[config.mk]
export PLATFORM = sky130hd
export DESIGN_NAME = hostpci_arbiter
export DESIGN_NICKNAME = d
export VERILOG_FILES = /design/src/rtl/hostpci_arb_pkg.sv /design/src/rtl/hostpci_arb_tenure.sv /design/src/rtl/hostpci_arb_rotation.sv /design/src/rtl/hostpci_arb_select.sv /design/src/rtl/hostpci_arbiter.sv
export SDC_FILE = /design/constraint.sdc
export NUM_CORES = 1
export LEC_CHECK = 0
export BUFFER_PORTS_ARGS = -buffer_cell sky130_fd_sc_hd__buf_2
export CORE_MARGIN = 4
export CORE_UTILIZATION = 30
export DETAILED_ROUTE_END_ITERATION = 7
export GPL_TIMING_DRIVEN = 0
export PLACE_DENSITY = 0.43
export SYNTH_ARGS = -nofsm -noshare
export SYNTH_HDL_FRONTEND = slang
export SYNTH_SLANG_ARGS = --single-unit
[constraint.sdc]
create_clock -name clk -period 12.8 [get_ports clk]
set_input_delay 0.64 -clock clk [delete_from_list [all_inputs] [get_ports clk]]
set_output_delay 0.64 -clock clk [all_outputs]
set_load 0.1 [all_outputs]
[src/rtl/hostpci_arb_pkg.sv]
`timescale 1ns/1ps
package hostpci_arb_pkg;

    localparam int NUM_M    = 5;          // PCI masters
    localparam int IDX_W    = 3;          // owner code width
    localparam int ROT_W    = 2;          // CPU rotation field
    localparam int TMO_W    = 4;          // tenure limit field
    localparam int UNIT_SH  = 5;          // limit unit = 2**UNIT_SH clocks
    localparam int HPSEL_W  = 2;

    typedef logic [IDX_W-1:0] own_t;

    localparam own_t OWN_CPU  = own_t'(5);
    localparam own_t OWN_NONE = own_t'(7);

    typedef enum logic [0:0] {
        ST_OWN = 1'b0,   // a grant is driven
        ST_GAP = 1'b1    // idle turnaround clock, no grant
    } arb_st_e;

    typedef struct packed {
        logic               fair;
        logic               frame_pt;
        logic [ROT_W-1:0]   rot;
        logic [TMO_W-1:0]   tmo;
        logic [HPSEL_W-1:0] hp_sel;
        logic               hp_en;
        logic               cpu_noslot;
    } arb_cfg_t;

    // Promoted master for each selector value.
    function automatic own_t hp_index(input logic [HPSEL_W-1:0] sel);
        own_t r;
        case (sel)
            2'b00:   r = own_t'(4);
            2'b01:   r = own_t'(0);
            2'b10:   r = own_t'(1);
            default: r = own_t'(2);
        endcase
        return r;
    endfunction

    // First requester found counting upward from the one after 'last'.
    function automatic own_t rr_pick(input logic [NUM_M-1:0] req,
                                     input own_t last);
        own_t pick;
        pick = last;
        for (int k = NUM_M; k >= 1; k--) begin
            own_t cand;
            cand = own_t'((int'(last) + k) % NUM_M);
            if (req[cand]) pick = cand;
        end
        return pick;
    endfunction

endpackage

[src/rtl/hostpci_arb_tenure.sv]
`timescale 1ns/1ps
module hostpci_arb_tenure
    import hostpci_arb_pkg::*;
#(
    parameter int LIM_W  = TMO_W,
    parameter int SHIFT  = UNIT_SH
) (
    input  logic             clk,
    input  logic             rst,
    input  logic             restart,     // turnaround clock: next clock starts a tenure
    input  logic             frame_n,
    input  logic [LIM_W-1:0] tmo_units,
    output logic             slot_done,   // at least one full clock of tenure elapsed
    output logic             tmo_hit,     // tenure reached the limit
    output logic             frame_seen   // FRAME# observed low during tenure
);
    localparam int CNT_W = LIM_W + SHIFT + 1;
    localparam logic [CNT_W-1:0] CNT_MAX = '1;

    logic [CNT_W-1:0] cnt_q;
    logic [CNT_W-1:0] limit;
    logic             seen_q;

    always_ff @(posedge clk) begin
        if (rst || restart) begin
            cnt_q <= '0;
        end else if (cnt_q != CNT_MAX) begin
            cnt_q <= cnt_q + CNT_W'(1);
        end
    end

    always_ff @(posedge clk) begin
        if (rst || restart) begin
            seen_q <= 1'b0;
        end else if (!frame_n) begin
            seen_q <= 1'b1;
        end
    end

    // Tenure clocks are numbered from 0, so the last allowed one is N*32-1.
    assign limit      = {1'b0, tmo_units, {SHIFT{1'b0}}} - CNT_W'(1);
    assign tmo_hit    = (tmo_units != '0) && (cnt_q >= limit);
    assign slot_done  = (cnt_q != '0);
    assign frame_seen = seen_q;

endmodule

[src/rtl/hostpci_arb_rotation.sv]
`timescale 1ns/1ps
module hostpci_arb_rotation
    import hostpci_arb_pkg::*;
#(
    parameter int CW = ROT_W
) (
    input  logic          clk,
    input  logic          rst,
    input  logic          grant_evt,   // a grant is issued at this edge
    input  logic          to_cpu,      // that grant goes to the CPU
    input  logic          cpu_req,
    output logic [CW-1:0] mgrants      // master grants since the CPU's last served request
);
    localparam logic [CW-1:0] SAT = '1;

    logic [CW-1:0] cnt_q;

    always_ff @(posedge clk) begin
        if (rst) begin
            cnt_q <= '0;
        end else if (grant_evt) begin
            if (to_cpu) begin
                if (cpu_req) cnt_q <= '0;         // parking does not serve the CPU
            end else if (cnt_q != SAT) begin
                cnt_q <= cnt_q + CW'(1);
            end
        end
    end

    assign mgrants = cnt_q;

endmodule

[src/rtl/hostpci_arb_select.sv]
`timescale 1ns/1ps
module hostpci_arb_select
    import hostpci_arb_pkg::*;
(
    input  arb_cfg_t         cfg,
    input  logic [NUM_M-1:0] req,        // active-high master requests
    input  logic             cpu_req,
    input  own_t             last_m,     // most recently granted master
    input  logic             last_was_m, // previous tenure belonged to a master
    input  logic [ROT_W-1:0] mgrants,
    output own_t             win
);
    own_t hp_i;
    logic any_m;
    logic hp_hit;
    logic force_cpu;
    logic fair_cpu;

    always_comb begin
        hp_i      = hp_index(cfg.hp_sel);
        any_m     = |req;
        hp_hit    = cfg.hp_en && req[hp_i];
        force_cpu = (cfg.rot != '0) && (mgrants >= cfg.rot);
        fair_cpu  = cfg.fair && last_was_m;

        if (!any_m) begin
            win = OWN_CPU;                        // park (or serve) the CPU
        end else if (cpu_req && (force_cpu || fair_cpu)) begin
            win = OWN_CPU;
        end else if (hp_hit) begin
            win = hp_i;
        end else begin
            win = rr_pick(req, last_m);
        end
    end

endmodule

[src/rtl/hostpci_arbiter.sv]
`timescale 1ns/1ps
module hostpci_arbiter
    import hostpci_arb_pkg::*;
(
    input  logic               clk,
    input  logic               rst,
    input  logic [NUM_M-1:0]   req_n,
    input  logic               frame_n,
    input  logic               irdy_n,
    input  logic               cpu_req,
    input  logic               cfg_fair,
    input  logic               cfg_frame_pt,
    input  logic [ROT_W-1:0]   cfg_rot,
    input  logic [TMO_W-1:0]   cfg_tmo,
    input  logic [HPSEL_W-1:0] cfg_hp_sel,
    input  logic               cfg_hp_en,
    input  logic               cfg_cpu_noslot,
    output logic [NUM_M-1:0]   gnt_n,
    output logic               cpu_gnt,
    output logic [IDX_W-1:0]   owner_o
);
    localparam int PAD_N = 1 << IDX_W;

    arb_cfg_t cfg;
    arb_st_e  st_q;
    own_t     owner_q;
    own_t     last_m_q;
    logic     last_was_m_q;

    logic [NUM_M-1:0] req_act;
    logic [PAD_N-1:0] req_pad;
    logic             own_req_n;
    logic             bus_idle;
    logic             owner_is_cpu;
    logic             m_release;
    logic             cpu_release;
    logic             release_now;
    logic             in_gap;
    own_t             win;
    logic [ROT_W-1:0] mgrants;
    logic             slot_done;
    logic             tmo_hit;
    logic             frame_seen;

    assign cfg = '{fair:       cfg_fair,
                   frame_pt:   cfg_frame_pt,
                   rot:        cfg_rot,
                   tmo:        cfg_tmo,
                   hp_sel:     cfg_hp_sel,
                   hp_en:      cfg_hp_en,
                   cpu_noslot: cfg_cpu_noslot};

    assign req_act = ~req_n;
    assign req_pad = {{(PAD_N-NUM_M){1'b1}}, req_n};
    assign in_gap  = (st_q == ST_GAP);

    hostpci_arb_select u_sel (
        .cfg        (cfg),
        .req        (req_act),
        .cpu_req    (cpu_req),
        .last_m     (last_m_q),
        .last_was_m (last_was_m_q),
        .mgrants    (mgrants),
        .win        (win)
    );

    hostpci_arb_rotation #(.CW(ROT_W)) u_rot (
        .clk       (clk),
        .rst       (rst),
        .grant_evt (in_gap),
        .to_cpu    (win == OWN_CPU),
        .cpu_req   (cpu_req),
        .mgrants   (mgrants)
    );

    hostpci_arb_tenure #(.LIM_W(TMO_W), .SHIFT(UNIT_SH)) u_ten (
        .clk        (clk),
        .rst        (rst),
        .restart    (in_gap),
        .frame_n    (frame_n),
        .tmo_units  (cfg.tmo),
        .slot_done  (slot_done),
        .tmo_hit    (tmo_hit),
        .frame_seen (frame_seen)
    );

    // Release decision for the current owner.
    assign bus_idle     = frame_n && irdy_n;
    assign owner_is_cpu = (owner_q == OWN_CPU);
    assign own_req_n    = req_pad[owner_q];
    assign m_release    = own_req_n || (cfg.frame_pt && frame_seen) || tmo_hit;
    assign cpu_release  = (slot_done || cfg.cpu_noslot) && (|req_act);
    assign release_now  = bus_idle && (owner_is_cpu ? cpu_release : m_release);

    always_ff @(posedge clk) begin
        if (rst) begin
            st_q         <= ST_OWN;
            owner_q      <= OWN_CPU;
            last_m_q     <= own_t'(NUM_M - 1);
            last_was_m_q <= 1'b0;
        end else if (st_q == ST_OWN) begin
            if (release_now) begin
                st_q         <= ST_GAP;
                last_was_m_q <= !owner_is_cpu;
                if (!owner_is_cpu) last_m_q <= owner_q;
            end
        end else begin
            st_q    <= ST_OWN;
            owner_q <= win;
        end
    end

    for (genvar g = 0; g < NUM_M; g++) begin : g_gnt
        assign gnt_n[g] = !((st_q == ST_OWN) && (owner_q == own_t'(g)));
    end

    assign cpu_gnt = (st_q == ST_OWN) && owner_is_cpu;
    assign owner_o = in_gap ? OWN_NONE : owner_q;

endmodule

After elaboration in Yosys (flattened, before gate mapping)
Index checks and enable logic that the tools add are counted.
{"block": "op_classes", "n_reduce_logical": 37, "n_shift": 0, "eq_ne": 11, "bitwise_logic": 3, "div_mod_pow": 5, "add_sub_neg": 8, "n_lt_le_gt_ge": 9, "n_mul": 0, "mux": 29}
{"cell": "$mod A32 B4 Y32 const B", "count": 5}
{"cell": "$lt A3 B4 Y1 const B", "count": 7}
{"cell": "$mux W3", "count": 9}
{"cell": "$bmux W1 S3", "count": 7}
{"cell": "$logic_and A1 B1 Y1", "count": 15}
{"cell": "$add A10 B1 Y10 const B", "count": 1}
{"cell": "$ge A10 B10 Y1", "count": 1}
{"cell": "$ne A10 B10 Y1 const B", "count": 1}
{"cell": "$reduce_bool A10 Y1", "count": 1}
{"cell": "$sub A9 B1 Y10 const B", "count": 1}
{"cell": "$eq A3 B3 Y1 const B", "count": 3}
{"cell": "$mux W1", "count": 9}
{"cell": "$pmux W3 S3", "count": 1}
{"cell": "$add A3 B2 Y4 const B", "count": 2}
{"cell": "$add A3 B3 Y4 const B", "count": 2}
{"cell": "$eq A3 B2 Y1 const B", "count": 2}
{"cell": "$logic_not A1 Y1", "count": 6}
{"cell": "$mux W2", "count": 3}
{"cell": "$reduce_and A3 Y1", "count": 2}
{"cell": "$logic_or A1 B1 Y1", "count": 5}
{"cell": "$not A5 Y5", "count": 1}
{"cell": "$reduce_or A5 Y1", "count": 1}
{"cell": "$add A3 B1 Y4 const B", "count": 1}
{"cell": "$ne A2 B2 Y1 const B", "count": 2}
{"cell": "other kinds (12)", "count": 14}
{"block": "totals", "mem_bits_ro": 0, "ramBits": 0, "latchBits": 0, "memories": 0, "in_bits": 22, "reg_bits": 21, "wordCells": 109}

Longest topological paths before layout
Gate-level depths: netlist of run 1.
{"block": "depth", "word_depth": 15, "depth_mapped": 19, "mapped_depth_nobuf": 17}

Hierarchy
A second synthesis of run 1 with hierarchy kept.
{"block": "unflattened", "hier_cells": 437, "area_unflattened_um2": 3368.2}
{"module": "hostpci_arb_select", "area_each_um2": 2034.5, "seq_area_each_um2": 0.0, "n_inst": 1, "cells_each": 279}
{"module": "hostpci_arb_tenure", "area_each_um2": 745.7, "seq_area_each_um2": 220.2, "n_inst": 1, "cells_each": 83}
{"module": "hostpci_arbiter", "area_each_um2": 464.2, "seq_area_each_um2": 160.2, "n_inst": 1, "cells_each": 60}
{"module": "hostpci_arb_rotation", "area_each_um2": 123.9, "seq_area_each_um2": 40.0, "n_inst": 1, "cells_each": 15}

Least setup slack after synthesis of run 1
OpenSTA, ideal clock, no wires.
{"block": "synth_path", "kind": "reg2reg", "start": "register last_m_q[0]", "end": "register u_rot.cnt_q[0], in the netlist u_rot.mgrants[0]", "setup_ns": 0.120, "stages_incl_launch_ff": 19, "arrival_ns": 4.611, "slack_ns": 8.069, "cell_sequence": "dfxtp_1 -> buf_6 -> inv_1 -> clkbuf_1 -> ha_1 -> ha_1 -> nor2_1 -> a211o_1 -> xnor2_1 -> ha_1 -> mux4_2 -> and2_1 -> a211o_1 -> a2111o_1 -> and3_1 -> a211oi_2 -> o21bai_4 -> nor4_1 -> a211o_1"}
{"block": "synth_between", "elab_chain_len": 15}
{"element": "start, declared", "line": "hostpci_arbiter.sv:27", "text": "own_t last_m_q;"}
{"element": "start signal, assigned", "line": "hostpci_arbiter.sv:99", "text": "last_m_q <= own_t'(NUM_M - 1);"}
{"element": "start signal, assigned", "line": "hostpci_arbiter.sv:105", "text": "if (!owner_is_cpu) last_m_q <= owner_q;"}
{"element": "$add A3 B3 Y4", "line": "hostpci_arb_pkg.sv:50", "text": "cand = own_t'((int'(last) + k) % NUM_M);"}
{"element": "$mod A32 B4 Y32", "line": "hostpci_arb_pkg.sv:50"}
{"element": "$bmux W1 S3", "line": "hostpci_arb_pkg.sv:51", "text": "if (req[cand]) pick = cand;"}
{"element": "$mux W1 (not written as such)", "line": "hostpci_arb_pkg.sv:51"}
{"element": "$mux W3 (4 in a row)", "line": "hostpci_arb_pkg.sv:51"}
{"element": "$mux W3 (*)", "line": "hostpci_arb_pkg.sv:51"}
{"element": "$mux W3 (*)", "line": "hostpci_arb_select.sv:30", "text": "end else if (hp_hit) begin"}
{"element": "$mux W3 (*)", "line": "hostpci_arb_select.sv:28", "text": "end else if (cpu_req && (force_cpu || fair_cpu)) begin"}
{"element": "$mux W3 (*)", "line": "hostpci_arb_select.sv:26", "text": "if (!any_m) begin"}
{"element": "$eq A3 B3 Y1 (*)", "line": "hostpci_arbiter.sv:71", "text": ".to_cpu (win == OWN_CPU),"}
{"element": "$ne A2 B2 Y1 (no source line) / $reduce_bool A2 Y1 (equally long branches)"}
{"element": "$reduce_and A3 Y1 (no source line)"}
{"element": "end signal, assigned", "line": "hostpci_arb_rotation.sv:25", "text": "cnt_q <= cnt_q + CW'(1);"}
{"element": "end, declared", "line": "hostpci_arb_rotation.sv:16", "text": "logic [CW-1:0] cnt_q;"}
Every way passes the cells marked *; elsewhere a longest branch is shown, timed or not. The select of a mux whose other input is x is not followed.
A chain may end at the register's enable or synchronous reset.

Worst setup path after layout of run 1
Same ends and word-level chain as after synthesis.

==> impl_metrics.json, run 1 <==
{
  "finalPower_uw": 225,
  "arrival_ns": 5.88,
  "synthFlopType": "dfxtp_1",
  "pin_count": 31,
  "antenna_left": 0,
  "synthMuxAreaShare_pct": 6.09,
  "total_leakage_power_uw": 0.00146,
  "ys_types": 83,
  "min_period_over_period_pct": 44.7,
  "grt_max_degree": 14,
  "die-area_sq_um": 12900,
  "fp-row-count": 38,
  "postCtsSetupRepairBufs": 0,
  "setup_violations": 0,
  "cts_root_buffer": "clkbuf_8",
  "nFillCells": 1185,
  "grt_usage_pct": 15.5,
  "die_x_um": 114,
  "worstPathMaxFanout": 12,
  "yosysSeqAreaShare_pct": 12.5,
  "relSlewSlack_pct": 46.8,
  "die_h_um": 114,
  "core_area_sq_um": 10900,
  "worst_clock_skew_ns": 0.00117,
  "cts_tree": "yes",
  "final_layout_size_suffix_gt1_share_pct": 16.0,
  "vias": 3340,
  "hold_viol": 0,
  "detail_route.wl_per_cell_um": 16.1,
  "yosys_warnings": 0,
  "synth-seq-cells": 21,
  "worstMarginPinSlew_ns": 0.777,
  "dp_hpwl_um": 7830,
  "ff_latch_area_sq_um": 420,
  "netlist_area_sq_um": 3350,
  "cts_max_level": 1,
  "via_per_inst": 5.44,
  "rsz0062_at_grt": "no",
  "multiInputGateArea_sq_um": 2710,
  "initial_core_util_pct": 30.8,
  "r2r_slack_ns": 7.08,
  "maxCapViolCount": 0,
  "dpl.cell_count": 610,
  "final_cell_mix": "43 x nor2_1, 34 x nand2_1, 33 x ha_1",
  "max_freq_mhz": 175,
  "power_density_nw_per_um2": 60.5,
  "drt_iter0_markers": 195,
  "nNetsFinal": 530,
  "cts-buffers-inserted": 3,
  "setup.worst_path.class": "reg -> reg",
  "fin_cells": 614,
  "end_kind": "flop",
  "synth_xor_area_share_pct": 4.63,
  "grt_pass1_wl_um": 16700,
  "clkTransAtPathRegs_ns": 0.08,
  "final_common_cell": "nor2_1",
  "drt-pass1-iter-count": 5,
  "crit_path_start_kind": "flop",
  "synthArstFlopShare_pct": 0,
  "hp-class": "reg -> reg",
  "drc": 0,
  "vdd_ir_drop_max_mv": 0.0656,
  "synthAdderAreaFrac_pct": 12.3,
  "slew_viol_final": 0,
  "clkLatencyLatePin_ns": 0.26,
  "place.port_buffers": 28,
  "detail_route.wirelength_um": 9880,
  "num_antenna_cells": 0,
  "synth_top_family_by_area": "simple AND/OR/NAND/NOR gates",
  "areaGrowthSynthToFinish_pct": 10.9,
  "fin_setup_tns_ns": 0,
  "synth-simple-area-share_pct": 29.0,
  "cts_sinks": 21,
  "cp.required_ns": 12.96,
  "grt_pass1_vias": 3343,
  "synth_compound_area_share_pct": 28.7,
  "overflow": 0,
  "hold_buffers": 0,
  "grt_antenna_before_repair": 0,
  "status": "completed",
  "synth_cells": 442,
  "cts_max_path_buffers": 2,
  "synth_edf_count": 0,
  "synth_fp_nets": 497,
  "synth.avg_cell_area_sq_um": 7.58,
  "fin_crit_ns": 5.72,
  "gp_congestion": 0.847,
  "postCtsResizedCells": 0
}
==> flip-flops by register name, indices dropped and copies added (netlist names) <==
signal	count
u_ten.frame_seen	1
owner_q	3
u_rot.mgrants	2
last_was_m_q	1
in_gap	1
last_m_q	3
u_ten.cnt_q	10
==> cells by family after synthesis <==
family,after synthesis
AO/OA/AOI/OAI,128
adder cells (fa/ha/maj),33
buffers and inverters,49
multiplexers,14
AND/OR/NAND/NOR,181
XOR/XNOR,16
flip-flops,21
==> worst max-delay path: stages, from the launching register on <==
cell and delay (ns):
dfxtp_1 0.41, buf_6 0.19, inv_1 0.22, clkbuf_1 0.56, ha_1 0.46, ha_1 0.30, nor2_1 0.06, a211o_1 0.34
xnor2_1 0.44, ha_1 0.38, mux4_2 0.43, and2_1 0.17, a211o_1 0.30, a2111o_1 0.34, and3_1 0.21, a211oi_2 0.28
o21bai_4 0.18, nor4_1 0.07, a211o_1 0.28
==> cell usage after synthesis (6+ instances only) <==
library cell  count  area share, %
and2_1            7            1.3
nand2_1          34            3.8
nor4_1            6            1.1
inv_1            27            3.0
nor3_1           15            2.2
clkbuf_1         11            1.2
xnor2_1          11            2.9
nand3_1          15            2.2
nor2_1           43            4.8
a211oi_1          6            1.3
a31oi_1           7            1.3
dfxtp_1          21             13
nor2b_1           9            1.7
a21oi_1          30            4.5
o21ai_0          20            3.0
ha_1             33             12
a211o_1           6            1.6
mux2i_1           8            2.4
nand2b_1         11            2.1
==> path summary, 6_finish.rpt <==
| check | start | endpoint | cells past startpoint |
|---|---|---|---|
| max | last_m_q[0] | u_rot.mgrants[0] | 18 |
| min | u_ten.frame_seen | u_ten.frame_seen | 2 |
| max reg2reg | last_m_q[0] | u_rot.mgrants[0] | 18 |
| min reg2reg | u_ten.frame_seen | u_ten.frame_seen | 2 |
==> where the power goes <==
group / internal, uW / leakage, uW / switching, uW
logic: 40.7 / 0.00127 / 67.6
clock network: 22.0 / 0.0000217 / 23.4
registers: 67.9 / 0.000171 / 2.98
==> routing by layer <==
layer	vias up	global-route usage (%)	wire length, um
met1	1548	20.6	4670
met2	78	27.5	4760
met4	0	3.85	138
met3	13	0.902	312
met5	-	0	0
li1	1701	-	-
==> layout make-up <==
type	instances	area share, %
clock inverters	1	0.202
well taps	140	4.72
clock buffers	3	1.11
plain buffers	20	3.13
inverters	29	2.93
repair buffers	28	3.77
multi-input cells	372	72.8
flip-flops and latches	21	11.3
==> metrics by stage <==
stage          area, sq um  hold slack [ns]  util, %  setup slack, ns
2_1_floorplan         3350            0.426        -             8.07
3_3_place_gp          3670            0.448     33.7             7.08
3_5_place_dp          3670            0.451     33.7             7.14
4_1_cts               3710            0.463     34.1             7.11
5_1_grt               3710            0.497     34.1             6.76
6_report              3710            0.459     34.1             7.08
No activity file was read; power rests on OpenSTA's default activity.
==> run 2, diff against run 1 <==
- clock period: 12.8 -> 5.6 ns (I/O delays scaled with it)
==> impl_metrics.json, run 2 (synthesis gave the netlist of run 1 again) <==
{
  "num_antenna_cells": 0,
  "rsz0062_at_grt": "no",
  "drc": 0,
  "setup.worst_path.class": "reg -> reg",
  "final_common_cell": "nor2_1",
  "maxCapViolCount": 0,
  "total_leakage_power_uw": 0.00146,
  "fp-row-count": 38,
  "setup_violations": 0,
  "cts-buffers-inserted": 3,
  "core_area_sq_um": 10900,
  "cts_root_buffer": "clkbuf_8",
  "grt_pass1_wl_um": 16600,
  "slew_viol_final": 0,
  "cp.required_ns": 5.76,
  "final_layout_size_suffix_gt1_share_pct": 16.5,
  "hold_buffers": 0,
  "nNetsFinal": 529,
  "cp_slowest_cell": "ha_2",
  "cts_max_level": 1,
  "cts_max_path_buffers": 2,
  "fin_util_pct": 34.2,
  "power.internal_uw": 299,
  "grt_usage_pct": 15.5,
  "max_freq_mhz": 189,
  "dp_hpwl_um": 7830,
  "end_kind": "flop",
  "final_cell_mix": "43 x nor2_1, 34 x nand2_1, 32 x ha_1",
  "vias": 3290,
  "die_x_um": 114,
  "worstPathMaxFanout": 17,
  "cts_tree": "yes",
  "hold_viol": 0,
  "reg.largest.list": "u_ten.cnt_q: 10 flops, last_m_q: 3 flops, owner_q: 3 flops",
  "initial_core_util_pct": 30.8,
  "cts_sinks": 21,
  "cpMostUsedCell": "a211o_1",
  "via_per_inst": 5.37,
  "fin_setup_tns_ns": 0,
  "placement.cell_area_sq_um": 3670,
  "power.switching_uw": 215,
  "drt_iter0_markers": 176,
  "largest_register_ff_count": 10,
  "clkTransAtPathRegs_ns": 0.08,
  "worst_clock_skew_ns": 0.00117,
  "p_sw_share_pct": 41.8,
  "grt_antenna_before_repair": 0,
  "die_h_um": 114,
  "detail_route.wl_per_cell_um": 16.1,
  "crit_chain": "buf_6, inv_1, ha_2, ha_1, nor2_1, a211o_1, xnor2_2, ha_1, mux4_2, and2_1, a211o_1, a2111o_1, and3_1, a211oi_2, o21bai_4, nor4_1, a211o_1",
  "hp-class": "in -> reg",
  "crit_path_start_kind": "flop",
  "grt_pass1_vias": 3334,
  "drt-pass1-iter-count": 4,
  "fin_area_sq_um": 3720,
  "cp_slowest_stage_delay_ns": 0.57,
  "regMostFlops": "u_ten.cnt_q",
  "p_comb_share_pct": 48.3,
  "arrival_ns": 5.44,
  "min_period_over_period_pct": 94.3,
  "areaGrowthSynthToFinish_pct": 11.1,
  "seq_power_share_pct": 31.5,
  "power_frac_clock_pct": 20.2,
  "worstMarginPinSlew_ns": 0.748,
  "detail_route.wirelength_um": 9850,
  "clkLatencyLatePin_ns": 0.26,
  "relSlewSlack_pct": 48.8,
  "overflow": 0,
  "antenna_left": 0,
  "status": "completed",
  "power_density_nw_per_um2": 138,
  "nFillCells": 1186,
  "grt_max_degree": 18,
  "die-area_sq_um": 12900,
  "vdd_ir_drop_max_mv": 0.150,
  "place.port_buffers": 28,
  "pin_count": 31,
  "gp_congestion": 0.847,
  "fin_crit_ns": 5.28
}
## run 2: changes by cell type in the layout (fill, tap and decap cells not counted), sizes merged
cell    delta
clkbuf     -1
## run 2: final timing paths
| kind | from | to | slack, ns | cells past startpoint |
|---|---|---|---|---|
| worst min register to register | u_ten.frame_seen | u_ten.frame_seen | 0.46 | 2 |
| worst min-delay path | frame_n | u_ten.frame_seen | 0.20 | 2 |
| worst max register to register | last_m_q[0] | u_rot.mgrants[0] | 0.32 | 17 |
| worst max-delay path | last_m_q[0] | u_rot.mgrants[0] | 0.32 | 17 |
## run 2: repair_timing
action,in CTS,in global routing
endpoints found under the setup margin,1,2
setup buffers,0,0
gates resized for setup,1,1
## run 2: per-stage QoR
stage               std cells  total power [uW]  setup slack [ns]  hold WS, ns
finish                    613               514             0.317        0.199
global route              613               556            0.0103        0.201
CTS                       613               519             0.183        0.189
detailed placement        610               413           -0.0570        0.451
global placement          610               411            -0.123        0.448
floorplan                 442               355             0.869        0.376
## run 2: power groups by stage
stage / Sequential, uW / Clock, uW / Combinational, uW
finish: 162 / 104 / 248
global route: 163 / 117 / 275
CTS: 162 / 109 / 248
detailed placement: 165 / 0 / 247
global placement: 165 / 0 / 245
floorplan: 163 / 0 / 191
## run 2: final cells by class
type                            instances  area (sq um)  share of cell area, %
Multi-Input combinational cell        372          2720                   73.0
Sequential cell                        21           420                   11.3
Tap cell                              140           175                   4.71
Timing Repair Buffer                   28           140                   3.77
Buffer                                 19           113                   3.03
Inverter                               29           109                   2.93
Clock buffer                            3          41.3                   1.11
Clock inverter                          1          7.51                  0.202
## run 2: worst max-delay path, delay by kind of cell (launching register included)
kind / cells / cell delay [ns]
AOI/OAI and AO/OA: 6 / 1.71
adders and majority gates: 3 / 1.22
muxes: 1 / 0.52
buffers and inverters: 2 / 0.51
and+or+nand+nor: 4 / 0.51
DFF: 1 / 0.50
xor gates and xnor gates: 1 / 0.21
## run 2: per-layer routing
layer	up-vias	GRT usage (%)	share of wire, %
met5	-	0	0
met4	0	3.85	1.4
met3	13	0.902	2.7
met2	54	27.6	48
met1	1527	20.3	48
li1	1696	-	-
